<file path="src/rtl/cstage_pkg.sv">
package cstage_pkg;
  typedef enum logic [1:0] {
    CM_CODEBOOK  = 2'b00,
    CM_CHAIN     = 2'b01,
    CM_FEED_BYTE = 2'b10,
    CM_FEED_BIT  = 2'b11
  } chain_mode_e;

  // Byte-wide feedback modes have bit 1 set.
  function automatic logic is_byte_mode(input logic [1:0] m);
    return m[1];
  endfunction
endpackage

</file>
<file path="src/rtl/cstage_mode_ctl.sv">
module cstage_mode_ctl
  import cstage_pkg::*;
#(
  parameter int BYTES = 8,
  localparam int CNT_W = $clog2(BYTES + 1)
) (
  input  logic             clk,
  input  logic             rst,
  input  logic [1:0]       mode,
  output logic [1:0]       mode_q,
  output logic             mode_chg,
  output logic [CNT_W-1:0] fill_lim
);
  always_ff @(posedge clk) begin
    if (rst) mode_q <= CM_CODEBOOK;
    else if (mode_chg) mode_q <= mode;
  end

  always_comb begin
    mode_chg = (mode != mode_q);
    fill_lim = is_byte_mode(mode_q) ? CNT_W'(1) : CNT_W'(BYTES);
  end
endmodule

</file>
<file path="src/rtl/cstage_in_word.sv">
module cstage_in_word #(
  parameter int BYTES  = 8,
  parameter int BYTE_W = 8,
  localparam int CNT_W  = $clog2(BYTES + 1),
  localparam int WORD_W = BYTES * BYTE_W
) (
  input  logic              clk,
  input  logic              rst,
  input  logic              clr,
  input  logic [CNT_W-1:0]  lim,
  input  logic              wr_en,
  input  logic [BYTE_W-1:0] wr_data,
  input  logic              take,
  output logic              full,
  output logic              empty,
  output logic [WORD_W-1:0] word
);
  logic [CNT_W-1:0] cnt;

  always_comb begin
    full  = (cnt >= lim);
    empty = (cnt == '0);
  end

  always_ff @(posedge clk) begin
    if (rst) begin
      cnt  <= '0;
      word <= '0;
    end else if (clr || take) begin
      cnt <= '0;
    end else if (wr_en && !full) begin
      cnt <= cnt + CNT_W'(1);
      for (int lane = 0; lane < BYTES; lane++) begin
        // lane 0 is the most significant byte
        if (lane == int'(cnt))
          word[(BYTES-1-lane)*BYTE_W +: BYTE_W] <= wr_data;
        else if (cnt == '0)
          word[(BYTES-1-lane)*BYTE_W +: BYTE_W] <= '0;
      end
    end
  end
endmodule

</file>
<file path="src/rtl/cstage_out_word.sv">
module cstage_out_word #(
  parameter int BYTES  = 8,
  parameter int BYTE_W = 8,
  localparam int CNT_W  = $clog2(BYTES + 1),
  localparam int WORD_W = BYTES * BYTE_W
) (
  input  logic              clk,
  input  logic              rst,
  input  logic              clr,
  input  logic [CNT_W-1:0]  lim,
  input  logic              load,
  input  logic [WORD_W-1:0] load_data,
  input  logic              rd_en,
  output logic              empty,
  output logic [BYTE_W-1:0] rd_data,
  output logic              rd_oe
);
  logic [CNT_W-1:0]  cnt;
  logic [WORD_W-1:0] word;

  assign empty = (cnt == '0);

  always_ff @(posedge clk) begin
    if (rst) begin
      cnt     <= '0;
      word    <= '0;
      rd_data <= '0;
      rd_oe   <= 1'b0;
    end else if (clr) begin
      cnt   <= '0;
      rd_oe <= 1'b0;
    end else begin
      rd_oe <= 1'b0;
      if (load) begin
        word <= load_data;
        cnt  <= lim;
      end else if (rd_en && !empty) begin
        rd_data <= word[WORD_W-1 -: BYTE_W];
        word    <= word << BYTE_W;
        cnt     <= cnt - CNT_W'(1);
        rd_oe   <= 1'b1;
      end
    end
  end
endmodule

</file>
<file path="src/rtl/cipher_stage_buf.sv">
module cipher_stage_buf #(
  parameter int BYTES  = 8,
  parameter int BYTE_W = 8,
  localparam int CNT_W  = $clog2(BYTES + 1),
  localparam int WORD_W = BYTES * BYTE_W
) (
  input  logic              clk,
  input  logic              rst,
  input  logic [1:0]        mode,
  input  logic              wr_en,
  input  logic [BYTE_W-1:0] wr_data,
  input  logic              rd_en,
  output logic [BYTE_W-1:0] rd_data,
  output logic              rd_oe,
  output logic              in_full,
  output logic              in_empty,
  output logic              out_full,
  output logic              out_empty,
  output logic              eng_in_valid,
  input  logic              eng_in_ready,
  output logic [WORD_W-1:0] eng_in_data,
  input  logic              eng_out_valid,
  output logic              eng_out_ready,
  input  logic [WORD_W-1:0] eng_out_data
);
  logic [1:0]       mode_q;
  logic             mode_chg;
  logic [CNT_W-1:0] fill_lim;
  logic             take, load;

  cstage_mode_ctl #(.BYTES(BYTES)) u_mode (
    .clk(clk), .rst(rst), .mode(mode),
    .mode_q(mode_q), .mode_chg(mode_chg), .fill_lim(fill_lim)
  );

  cstage_in_word #(.BYTES(BYTES), .BYTE_W(BYTE_W)) u_in (
    .clk(clk), .rst(rst), .clr(mode_chg), .lim(fill_lim),
    .wr_en(wr_en), .wr_data(wr_data), .take(take),
    .full(in_full), .empty(in_empty), .word(eng_in_data)
  );

  cstage_out_word #(.BYTES(BYTES), .BYTE_W(BYTE_W)) u_out (
    .clk(clk), .rst(rst), .clr(mode_chg), .lim(fill_lim),
    .load(load), .load_data(eng_out_data), .rd_en(rd_en),
    .empty(out_empty), .rd_data(rd_data), .rd_oe(rd_oe)
  );

  always_comb begin
    out_full      = !out_empty;
    eng_in_valid  = in_full && !mode_chg;
    take          = eng_in_valid && eng_in_ready;
    eng_out_ready = out_empty && !mode_chg;
    load          = eng_out_valid && eng_out_ready;
  end
endmodule

</file>
<file path="config.mk">
export PLATFORM = sky130hd
export DESIGN_NAME = cipher_stage_buf
export DESIGN_NICKNAME = d
export VERILOG_FILES = /design/src/rtl/cstage_pkg.sv /design/src/rtl/cstage_mode_ctl.sv /design/src/rtl/cstage_in_word.sv /design/src/rtl/cstage_out_word.sv /design/src/rtl/cipher_stage_buf.sv
export SDC_FILE = /design/constraint.sdc
export NUM_CORES = 1
export LEC_CHECK = 0
export ABC_AREA = 1
export BUFFER_PORTS_ARGS = -buffer_cell sky130_fd_sc_hd__buf_2
export CAP_MARGIN = 0
export CELL_PAD_IN_SITES_DETAIL_PLACEMENT = 0
export CELL_PAD_IN_SITES_GLOBAL_PLACEMENT = 2
export CORE_MARGIN = 1
export CORE_UTILIZATION = 29
export CTS_CLUSTER_SIZE = 25
export DETAILED_ROUTE_END_ITERATION = 7
export GPL_ROUTABILITY_DRIVEN = 0
export GPL_TIMING_DRIVEN = 0
export PLACE_DENSITY = 0.76
export SYNTH_ARGS = -nofsm -noshare
export SYNTH_HDL_FRONTEND = slang
export SYNTH_SLANG_ARGS = --single-unit
</file>
<file path="constraint.sdc">
create_clock -name clk -period 2.25 [get_ports clk]
set_clock_uncertainty 0.1 [all_clocks]
set_input_delay 0.1125 -clock clk [delete_from_list [all_inputs] [get_ports clk]]
set_output_delay 0.1125 -clock clk [all_outputs]
set_load 0.005 [all_outputs]
</file>
==> results.py <==
metrics = {
    "clock_tree": {
        "cts_max_path_buffers": 2,
        "clock_sink_count": 147,
        "clk_lat_worst_skew_ns": 0.43,
        "h-tree-depth": 4,
        "cts_inserted_buffers": 17,
        "clk_pin_slew_ns": 0.06,
        "cts_root_buf": "sky130_fd_sc_hd__clkbuf_16",
        "cts_tree": "done",
    },
    "cells_and_area": {
        "layout.cell_area.non_filler_sq_um": 8857,
        "n_antenna_cell": 0,
        "num-fill-cells": 2267,
        "area_of_the_multi_input_gates_sq_um": 2952,
        "final_core_util_pct": 41.61,
        "post_route_cells_drive_above_1_share_pct": 21.35,
        "post_layout_nonfiller_instances": 1427,
        "flow.area_growth_from_synthesis_pct": 38.78,
        "layout.cells.most_common": "sky130_fd_sc_hd__nand2_1",
        "fin_nets": 1227,
        "layout.cells.most_common_list": "243 x sky130_fd_sc_hd__nand2_1, 157 x sky130_fd_sc_hd__buf_2, 146 x sky130_fd_sc_hd__dfxtp_1",
        "final-seq-area_sq_um": 2944,
    },
    "place": {
        "port_buffers": 149,
        "numPlacedInstances": 1321,
        "dp_hpwl_um": 15180,
        "placement.cell_area_sq_um": 7472,
        "dp_worst_setup_slack_ns": -0.01352,
    },
    "detailed_routing": {
        "detail_route.wl_per_cell_um": 14.73,
        "via_count": 6476,
        "antenna_violating_nets_post_route": 0,
        "vias_per_cell": 4.538,
        "detailedRoute.firstIterationViolations": 391,
        "drt_drc_violations_left": 0,
        "drt_pre_antenna_iters": 5,
        "detail_route.wirelength_um": 21030,
    },
    "setup_path": {
        "critPathSlowestCell": "sky130_fd_sc_hd__dfxtp_2",
        "crit_path_max_fanout": 10,
        "worstPathCellList": "inv_1 -> ha_1 -> nor2_2 -> nand2_2 -> nand2_2 -> nand3_4 -> nor2_4 -> buf_8 -> buf_6 -> nand3_1 -> a21oi_1",
        "critical_path.max_stage_delay_ns": 0.36,
        "critical-path-top-cell-by-count": "sky130_fd_sc_hd__nand2_2",
        "required_ns": 2.50,
        "critical_path.endpoint_type": "flip-flop",
        "crit_arrival_ns": 2.34,
        "worstSetupStartpointType": "flip-flop",
        "setup.worst_path.class": "reg2reg",
    },
    "grt": {
        "number_of_global_route_vias_before_repair": 5983,
        "grtUsageMet3_pct": 3.939,
        "grt_max_degree": 17,
        "globalRouteTotalUtil_pct": 18.82,
        "use_met2_pct": 28.18,
        "grt_antenna_before_repair": 0,
        "gr-max-usage-layer": "met2",
        "globalRouteMet1Util_pct": 27.47,
        "grt_first_pass_wirelength_um": 32420,
        "grt_overflow": 0,
    },
    "pwr": {
        "clkPwrFrac_pct": 44.9,
        "cellLeakagePower_nw": 4.058,
        "power.share.switching_pct": 26.53,
        "internal_power_mw": 4.735,
        "p_comb_share_pct": 12.0,
        "total_power_mw": 6.445,
        "power_frac_seq_pct": 43.0,
        "power-per-cell-area_nw_per_um2": 727.7,
        "p_switching_mw": 1.710,
        "ir_worst_vdd_mv": 0.5281,
    },
    "synthesis": {
        "ys_types": 29,
        "synth.top_cell.area_share_pct": 46.11,
        "post_synth_instance_area_sq_um": 6382,
        "total_of_flip_flops_plus_latches_after_synthesis": 147,
        "synth.area.top_cells": "sky130_fd_sc_hd__dfxtp_1 46%, sky130_fd_sc_hd__nand2_1 14%, sky130_fd_sc_hd__a21oi_1 9.4%",
        "leading_area_contributor_after_synthesis": "sky130_fd_sc_hd__dfxtp_1",
        "synthArstFlopShare_pct": 0,
        "syn_inst": 897,
        "syn_nets": 985,
        "synth-warning-count": 0,
        "synth_edf_count": 0,
        "seq_area_frac_synth_pct": 46.11,
        "synth_area_per_cell_sq_um": 7.115,
        "synth_ff_type": "sky130_fd_sc_hd__dfxtp_1",
    },
    "floorplanning": {
        "fp-row-count": 53,
        "overall_die_height_um": 150.4,
        "chipWidth_um": 150.4,
        "design.die.area_sq_um": 22610,
        "num_io_pins": 159,
        "core_area_sq_um": 21290,
        "initial_util_pct": 29.98,
    },
    "sta": {
        "post-route-period-util_pct": 92.97,
        "timing_max_transition_violations_final": 0,
        "post-route-min-period_ns": 2.092,
        "worst_slew_margin_rel_pct": 55.86,
        "finalWorstSetupSlack_ns": 0.1582,
        "final-hold-violation-count": 0,
        "setup_violations": 0,
        "worst_tran_pin_value_ns": 0.6596,
        "fmaxAchievable_mhz": 478.1,
    },
    "job": {
        "max-cap-violations": 0,
    },
    "hold_path": {
        "worstHoldPathType": "in2reg",
    },
    "status": {
        "result_of_the_run": "finished clean",
    },
}
## power groups by stage
stage / sequential [mW] / combinational, mW / clock, mW
3_5_place_dp: 2.83 / 0.665 / 0
4_1_cts: 2.77 / 0.758 / 2.95
5_1_grt: 2.78 / 0.882 / 3.06
2_1_floorplan: 2.81 / 0.432 / 0
6_report: 2.77 / 0.775 / 2.90
3_3_place_gp: 2.83 / 0.668 / 0
## synth_stat cells (2+ instances only)
master                       n
sky130_fd_sc_hd__a21oi_1   120
sky130_fd_sc_hd__buf_2       9
sky130_fd_sc_hd__buf_4      10
sky130_fd_sc_hd__buf_6       7
sky130_fd_sc_hd__clkbuf_1   22
sky130_fd_sc_hd__clkbuf_2    8
sky130_fd_sc_hd__dfxtp_1   147
sky130_fd_sc_hd__ha_1        8
sky130_fd_sc_hd__inv_1      56
sky130_fd_sc_hd__nand2_1   245
sky130_fd_sc_hd__nand2_2     4
sky130_fd_sc_hd__nand3_1    70
sky130_fd_sc_hd__nand3_2     2
sky130_fd_sc_hd__nand3b_1    3
sky130_fd_sc_hd__nand4_1     6
sky130_fd_sc_hd__nor2_1    100
sky130_fd_sc_hd__nor2_4      2
sky130_fd_sc_hd__o21ai_0    63
sky130_fd_sc_hd__xor2_1      5
## logic make-up after synthesis
| group | share of synthesized area (%) |
|---|---|
| fa+ha+maj | 1.568 |
| buf+inv | 8.449 |
| flops | 46.11 |
| compound gates | 14.57 |
| simple gates | 28.48 |
| xor+xnor | 0.8234 |
## area by class of cell
| type | instances | area share, % |
|---|---|---|
| Tap cell | 275 | 3.885 |
| Timing Repair Buffer | 224 | 16.78 |
| Inverter | 57 | 2.416 |
| Clock buffer | 19 | 5.001 |
| Multi-Input combinational cell | 636 | 33.32 |
| Buffer | 56 | 3.659 |
| Sequential cell | 147 | 33.24 |
| Clock inverter | 13 | 1.695 |
## metrics by stage
step                hold WS [ns]  setup TNS, ns
floorplan                 0.1195              0
global placement          0.2663        -0.6981
detailed placement        0.2674       -0.02959
CTS                     0.009835              0
global route             0.02877       -0.02321
finish                   0.01587              0
## flip-flops by register name, summed over array words and instances (netlist names)
register	cells
u_out.rd_oe	1
u_out.word	64
u_in.word	64
u_mode.mode_q	2
u_in.cnt	4
u_out.rd_data	8
u_out.cnt	4
## worst paths after layout
check                    from          endpoint  slack [ns]  cells after the start
max reg2reg       u_in.cnt[0]     u_in.word[35]        0.16                     11
max               u_in.cnt[0]     u_in.word[35]        0.16                     11
min reg2reg    u_out.word[61]  u_out.rd_data[5]        0.35                      2
min          eng_out_data[55]    u_out.word[55]        0.02                      4
## metal layers
layer  routed length (um)  part of all wire, %
met5                    0                    0
met4                  136                 0.65
met3                 1058                  5.0
met2                 9165                   44
met1                10670                   51
## critical path: cells and delay by family (launching register included)
| family | cells | cell delay [ns] |
|---|---|---|
| adder cells (fa/ha/maj) | 1 | 0.29 |
| buffers and inverters | 3 | 0.41 |
| AND/OR/NAND/NOR | 6 | 0.70 |
| AO/OA/AOI/OAI | 1 | 0.16 |
| flip-flops | 1 | 0.36 |
## what timing repair did
action                                  4_1_cts  5_1_grt
endpoints found under the setup margin       15       79
hold endpoints to repair                     76        0
pin swaps                                     4        7
gates resized for setup                       0       14
buffers inserted                              1        8
hold buffers                                 66        0
Note: power is estimated with default switching activity, not from simulation.
